File: config.mk
export PLATFORM = sky130hd
export DESIGN_NAME = rowbin_col_transposer
export DESIGN_NICKNAME = d
export VERILOG_FILES = /design/src/rtl/colxp_pkg.sv /design/src/rtl/xp_line_loader.sv /design/src/rtl/xp_column_gather.sv /design/src/rtl/xp_blank_trim.sv /design/src/rtl/rowbin_col_transposer.sv
export SDC_FILE = /design/constraint.sdc
export NUM_CORES = 2
export LEC_CHECK = 0
export ABC_AREA = 0
export BUFFER_PORTS_ARGS = -buffer_cell sky130_fd_sc_hd__clkbuf_2
export CORE_MARGIN = 4
export CORE_UTILIZATION = 35
export CTS_CLUSTER_DIAMETER = 40
export DETAILED_ROUTE_END_ITERATION = 10
export PLACE_DENSITY = 0.56
export SKIP_LAST_GASP = 1
export SYNTH_ARGS = -nofsm -noshare
export SYNTH_HDL_FRONTEND = slang
export SYNTH_SLANG_ARGS = --single-unit
File: constraint.sdc
create_clock -name clk -period 5.7 [get_ports clk]
set_input_delay 0.855 -clock clk [delete_from_list [all_inputs] [get_ports clk]]
set_output_delay 0.855 -clock clk [all_outputs]
set_load 0.02 [all_outputs]
File: src/rtl/colxp_pkg.sv
package colxp_pkg;

    typedef enum logic [1:0] {
        XP_IDLE = 2'd0,
        XP_LOAD = 2'd1,
        XP_EMIT = 2'd2
    } xp_state_e;

    // Which word of a row holds a column.
    function automatic int word_sel(input int col, input int word_w);
        return col / word_w;
    endfunction

    // Bit position of a column inside its word; leftmost column is the MSB.
    function automatic int bit_sel(input int col, input int word_w);
        return word_w - 1 - (col % word_w);
    endfunction

endpackage

File: src/rtl/xp_line_loader.sv
module xp_line_loader #(
    parameter int WORD_W    = 36,
    parameter int BUF_WORDS = 24,
    parameter int ADDR_W    = 5
) (
    input  logic              clk,
    input  logic              rst,
    input  logic              begin_load,
    output logic              rd_en,
    output logic [ADDR_W-1:0] rd_addr,
    input  logic [WORD_W-1:0] rd_data,
    output logic [WORD_W-1:0] words [BUF_WORDS],
    output logic              load_done
);
    localparam logic [ADDR_W-1:0] LAST_ADDR = ADDR_W'(BUF_WORDS - 1);

    logic              issuing;
    logic [ADDR_W-1:0] issue_addr;
    logic              cap_vld;
    logic [ADDR_W-1:0] cap_addr;

    always_ff @(posedge clk) begin
        if (rst) begin
            issuing    <= 1'b0;
            issue_addr <= '0;
            cap_vld    <= 1'b0;
            cap_addr   <= '0;
        end else begin
            cap_vld  <= issuing;
            cap_addr <= issue_addr;
            if (begin_load) begin
                issuing    <= 1'b1;
                issue_addr <= '0;
            end else if (issuing) begin
                if (issue_addr == LAST_ADDR) begin
                    issuing <= 1'b0;
                end else begin
                    issue_addr <= issue_addr + 1'b1;
                end
            end
        end
    end

    always_ff @(posedge clk) begin
        if (rst) begin
            for (int i = 0; i < BUF_WORDS; i++) begin
                words[i] <= '0;
            end
        end else if (cap_vld) begin
            words[cap_addr] <= rd_data;
        end
    end

    assign rd_en     = issuing;
    assign rd_addr   = issue_addr;
    assign load_done = cap_vld && (cap_addr == LAST_ADDR);

endmodule

File: src/rtl/xp_column_gather.sv
module xp_column_gather #(
    parameter int WORD_W        = 36,
    parameter int NUM_ROWS      = 12,
    parameter int WORDS_PER_ROW = 2,
    parameter int BUF_WORDS     = 24,
    parameter int COL_W         = 7
) (
    input  logic [COL_W-1:0]    col_idx,
    input  logic [WORD_W-1:0]   words [BUF_WORDS],
    output logic [NUM_ROWS-1:0] code
);
    localparam int WIDX_W = $clog2(BUF_WORDS);
    localparam int BPOS_W = $clog2(WORD_W);

    logic [BPOS_W-1:0] bpos;
    int                wsel;

    always_comb begin
        wsel = colxp_pkg::word_sel(int'(col_idx), WORD_W);
        bpos = BPOS_W'(colxp_pkg::bit_sel(int'(col_idx), WORD_W));
    end

    for (genvar r = 0; r < NUM_ROWS; r++) begin : g_row
        logic [WIDX_W-1:0] widx;
        always_comb begin
            widx    = WIDX_W'(r * WORDS_PER_ROW + wsel);
            code[r] = words[widx][bpos];
        end
    end

endmodule

File: src/rtl/xp_blank_trim.sv
module xp_blank_trim #(
    parameter int NUM_ROWS = 12,
    parameter int COL_W    = 7
) (
    input  logic                clk,
    input  logic                rst,
    input  logic                clear,
    input  logic                take,
    input  logic [COL_W-1:0]    col_idx,
    input  logic [NUM_ROWS-1:0] code,
    output logic [COL_W-1:0]    line_len
);
    always_ff @(posedge clk) begin
        if (rst || clear) begin
            line_len <= '0;
        end else if (take && (|code)) begin
            line_len <= col_idx + 1'b1;
        end
    end

endmodule

File: src/rtl/rowbin_col_transposer.sv
module rowbin_col_transposer #(
    parameter int NUM_COLS = 72,
    parameter int NUM_ROWS = 12,
    parameter int WORD_W   = 36
) (
    input  logic                                              clk,
    input  logic                                              rst,
    input  logic                                              start,
    output logic                                              buf_rd_en,
    output logic [$clog2(NUM_ROWS*((NUM_COLS+WORD_W-1)/WORD_W))-1:0] buf_rd_addr,
    input  logic [WORD_W-1:0]                                 buf_rd_data,
    output logic                                              col_valid,
    input  logic                                              col_ready,
    output logic [$clog2(NUM_COLS+1)-1:0]                     col_idx,
    output logic [NUM_ROWS-1:0]                               col_code,
    output logic                                              line_done,
    output logic [$clog2(NUM_COLS+1)-1:0]                     line_len
);
    import colxp_pkg::*;

    localparam int WORDS_PER_ROW = (NUM_COLS + WORD_W - 1) / WORD_W;
    localparam int BUF_WORDS     = NUM_ROWS * WORDS_PER_ROW;
    localparam int ADDR_W        = $clog2(BUF_WORDS);
    localparam int COL_W         = $clog2(NUM_COLS + 1);
    localparam logic [COL_W-1:0] LAST_COL = COL_W'(NUM_COLS - 1);

    xp_state_e         state;
    logic [COL_W-1:0]  idx_q;
    logic              done_q;
    logic              start_ok;
    logic              load_done;
    logic              fire;
    logic              fire_last;
    logic [WORD_W-1:0] words [BUF_WORDS];

    assign start_ok  = start && (state == XP_IDLE);
    assign col_valid = (state == XP_EMIT);
    assign fire      = col_valid && col_ready;
    assign fire_last = fire && (idx_q == LAST_COL);

    always_ff @(posedge clk) begin
        if (rst) begin
            state  <= XP_IDLE;
            idx_q  <= '0;
            done_q <= 1'b0;
        end else begin
            done_q <= fire_last;
            case (state)
                XP_IDLE: if (start_ok) state <= XP_LOAD;
                XP_LOAD: if (load_done) begin
                    state <= XP_EMIT;
                    idx_q <= '0;
                end
                XP_EMIT: if (fire) begin
                    if (fire_last) begin
                        state <= XP_IDLE;
                        idx_q <= '0;
                    end else begin
                        idx_q <= idx_q + 1'b1;
                    end
                end
                default: state <= XP_IDLE;
            endcase
        end
    end

    xp_line_loader #(
        .WORD_W   (WORD_W),
        .BUF_WORDS(BUF_WORDS),
        .ADDR_W   (ADDR_W)
    ) u_loader (
        .clk       (clk),
        .rst       (rst),
        .begin_load(start_ok),
        .rd_en     (buf_rd_en),
        .rd_addr   (buf_rd_addr),
        .rd_data   (buf_rd_data),
        .words     (words),
        .load_done (load_done)
    );

    xp_column_gather #(
        .WORD_W       (WORD_W),
        .NUM_ROWS     (NUM_ROWS),
        .WORDS_PER_ROW(WORDS_PER_ROW),
        .BUF_WORDS    (BUF_WORDS),
        .COL_W        (COL_W)
    ) u_gather (
        .col_idx(idx_q),
        .words  (words),
        .code   (col_code)
    );

    xp_blank_trim #(
        .NUM_ROWS(NUM_ROWS),
        .COL_W   (COL_W)
    ) u_trim (
        .clk     (clk),
        .rst     (rst),
        .clear   (start_ok),
        .take    (fire),
        .col_idx (idx_q),
        .code    (col_code),
        .line_len(line_len)
    );

    assign col_idx   = idx_q;
    assign line_done = done_q;

endmodule

==> results.ini <==
[outcome]
status=finished, violations left
violations=negative setup slack

[floorplanning]
fp.dieW_um=371.8
placementRows=133
io-pin-count=74
die_area_mm2=0.1382
coreArea_mm2=0.1315
start_util_pct=35.24
fp.dieH_um=371.8

[min_path]
hp-start=start
hold_class=input pin to flip-flop

[synth]
async_flop_share_pct=0
ys_types=95
synth_top_area_share_pct=38.59
ys_seq_area_share_pct=38.59
yosys_warnings=0
yosysTopAreaCell=dfxtp_1
synthFlopType=dfxtp_1
syn-cell-area_mm2=0.04633
syn_area_per_cell_um2=7.371
ys_ff_latch=893
synth_edf_count=0
synthTopCellsByArea=dfxtp_1 39%, nand2_1 19%, a21oi_1 11%
syn-num-nets=6330
synth_cells=6285

[pwr]
power.internal_mw=12.40
power.density_mw_per_mm2=301.5
comb_power_share_pct=2.5
p_seq_share_pct=38.5
irDropWorstVdd_v=0.0002789
power_mw=16.27
p_sw_mw=3.869
swShare_pct=23.78
clkPwrFrac_pct=59.0
p_leak_nw=17.15

[global_route]
overflow=0
antenna_found_initial=9
grtUsageTotal_pct=31.38
grt_pass1_wl_mm=321.1
grt_pass1_vias=45190
grt_max_degree=210

[place]
port-buffer-count=73
dp_hpwl_mm=143.3
dp.cells=7748
gp_congestion=0.9967

[cts]
clock_sinks=893
cts.clk_slew.worst_paths_ns=0.05
cts_max_level=4
cts_tree=done
cts-root-buf=clkbuf_16
clock_latency_ns=0.79
ctsHoldBuffers=0
clock_path_buffers=3
cts_buffers=148

[sta]
skew_ns=0.02196
final-hold-violation-count=0
setup_ws_ns=-0.06181
drv_slew=0
rsz0062_at_grt=true
fmax_mhz=173.6
tightest_slew_ns=1.314
setup_viol=1
finalCritPeriodShare_pct=101.1
period_needed_ns=5.762
fin_setup_tns_ns=-0.06181
maxSlewHeadroom_pct=12.22

[worst_setup_path]
required_ns=4.85
arrival_ns=4.91
cp-startpoint=col_idx[3]$_SDFFE_PP0P_
cp-start-kind=flip-flop
path_class=flip-flop to primary output
r2r_start=col_idx[3]$_SDFFE_PP0P_
crit_fanout=30
worst_setup_path_end_kind=primary output

[drt]
avgViaCountPerCell=6.076
wl_per_cell_um=27.99
drc_errors=0
detail_route.first_pass.iterations=8
first_iter_violations=7483
drtAntennaViolNets=0
vias=48870
wl_mm=225.2

[run]
drv_cap=0

[layout]
final_cells=8043
syn2layout_area_growth_pct=16.52
drive_gt1_share_pct=12.35
fin_nets=6201

[registers in the layout (all words and copies together), names as in the netlist]
| register | cells |
|---|---|
| u_loader.words | 864 |
| col_idx | 7 |
| u_trim.line_len | 7 |
| u_loader.cap_addr | 5 |
| u_loader.rd_addr | 5 |
| state | 2 |
| line_done | 1 |
| u_loader.cap_vld | 1 |
| u_loader.rd_en | 1 |
[cell families after synthesis]
family / count (synthesis) / synth area share, %
compound gates: 1482 / 18.86
xor+xnor: 11 / 0.2080
fa+ha+maj: 5 / 0.1350
buf+inv: 605 / 6.158
flops: 893 / 38.59
mux: 397 / 10.73
simple gates: 2892 / 25.32
[layer usage]
| layer | track usage [%] | wire length [µm] | part of all wire, % |
|---|---|---|---|
| met3 | 8.506 | 26930 | 12 |
| met4 | 17.99 | 14690 | 6.5 |
| met1 | 40.32 | 86740 | 39 |
| met2 | 47.36 | 96770 | 43 |
| met5 | 0 | 23 | 0.010 |
[worst max-delay path, stage by stage, from the launching register on]
cell and delay, ns:
dfxtp_1 0.32, nor3_2 0.22, inv_2 0.11, ha_1 0.34, nand2b_4 0.20, o21ai_4 0.24
buf_4 0.28, buf_16 0.25, and3_1 0.20, a211oi_1 0.04, a2111oi_0 0.94, a41o_1 0.29
o221ai_1 0.12, o211ai_1 0.14, buf_4 0.21, buf_2 0.20
[cell usage after synthesis (10+ instances only)]
cell type,n
a2111oi_0,19
a211oi_1,61
a21o_1,10
a21oi_1,974
a221oi_1,26
a22oi_1,13
a311oi_1,34
a31oi_1,49
a32oi_1,13
and2_1,18
and3_1,70
buf_1,19
buf_2,73
buf_4,34
buf_6,41
clkbuf_1,423
dfxtp_1,893
mux2_2,22
mux2i_1,296
mux4_2,77
nand2_1,2373
nand3_1,197
nand4_1,22
nor2_1,92
nor2b_1,19
nor3_1,30
nor4_1,13
o2111ai_1,11
o211ai_1,27
o21ai_0,82
o221ai_1,17
o22ai_1,43
o31ai_1,11
or3_1,10
[through the flow]
step	util, %	setup WS, ns	hold slack (ns)	instance area [µm²]
floorplan	-	0.3685	0.4289	46330
global placement	36.69	0.1298	0.4369	48240
detailed placement	36.69	0.1935	0.4430	48240
CTS	40.89	0.01922	0.3205	53760
global route	41.05	-0.04727	0.3710	53960
finish	41.06	-0.06181	0.3630	53980
[timing repair]
item	CTS	global route
buffers inserted	4	4
setup endpoints to repair	11	12
cloned	3	2
pin swaps	4	7
gates resized for setup	29	33
[worst paths after layout]
path / endpoint / slack, ns / depth (start not counted)
hold reg to reg: u_loader.words[64]$_SDFFE_PP0P_ / 0.45 / 2
setup / recovery: col_code[0] / -0.06 / 15
setup reg to reg: u_trim.line_len[5]$_SDFFE_PP0P_ / 0.65 / 19
hold / removal: state[0]$_SDFFE_PP0P_ / 0.36 / 3
[power groups by stage]
stage / clock network [mW] / logic (mW) / registers (mW)
after CTS: 9.65 / 0.391 / 6.27
after global placement: 0 / 0.391 / 6.40
after global routing: 9.96 / 0.409 / 6.27
after detailed placement: 0 / 0.390 / 6.40
after floorplan: 0 / 0.190 / 6.40
final: 9.60 / 0.403 / 6.27
[layout make-up]
class	instances	area, µm²
Sequential cell	893	17890
Multi-Input combinational cell	4789	25950
Clock buffer	181	4095
Inverter	11	46.29
Fill cell	13410	77490
Clock inverter	95	1211
Antenna cell	6	15.01
Tap cell	1755	2196
Timing Repair Buffer	313	2580
[cells in the final DEF (no fill, tap or decap), types with 34 or more instances in the layout]
cell       Yosys  routed
nand2_1     2373    2369
a21oi_1      974     974
dfxtp_1      893     890
mux2i_1      296     295
buf_4         34     208
nand3_1      197     197
clkbuf_16      0     155
o21ai_0       82      82
mux4_2        77      77
and3_1        70      70
clkbuf_2       0      68
nor2_1        92      62
a211oi_1      61      59
a31oi_1       49      49
o22ai_1       43      42
a311oi_1      34      34
Note: power is estimated with default switching activity, not from simulation.
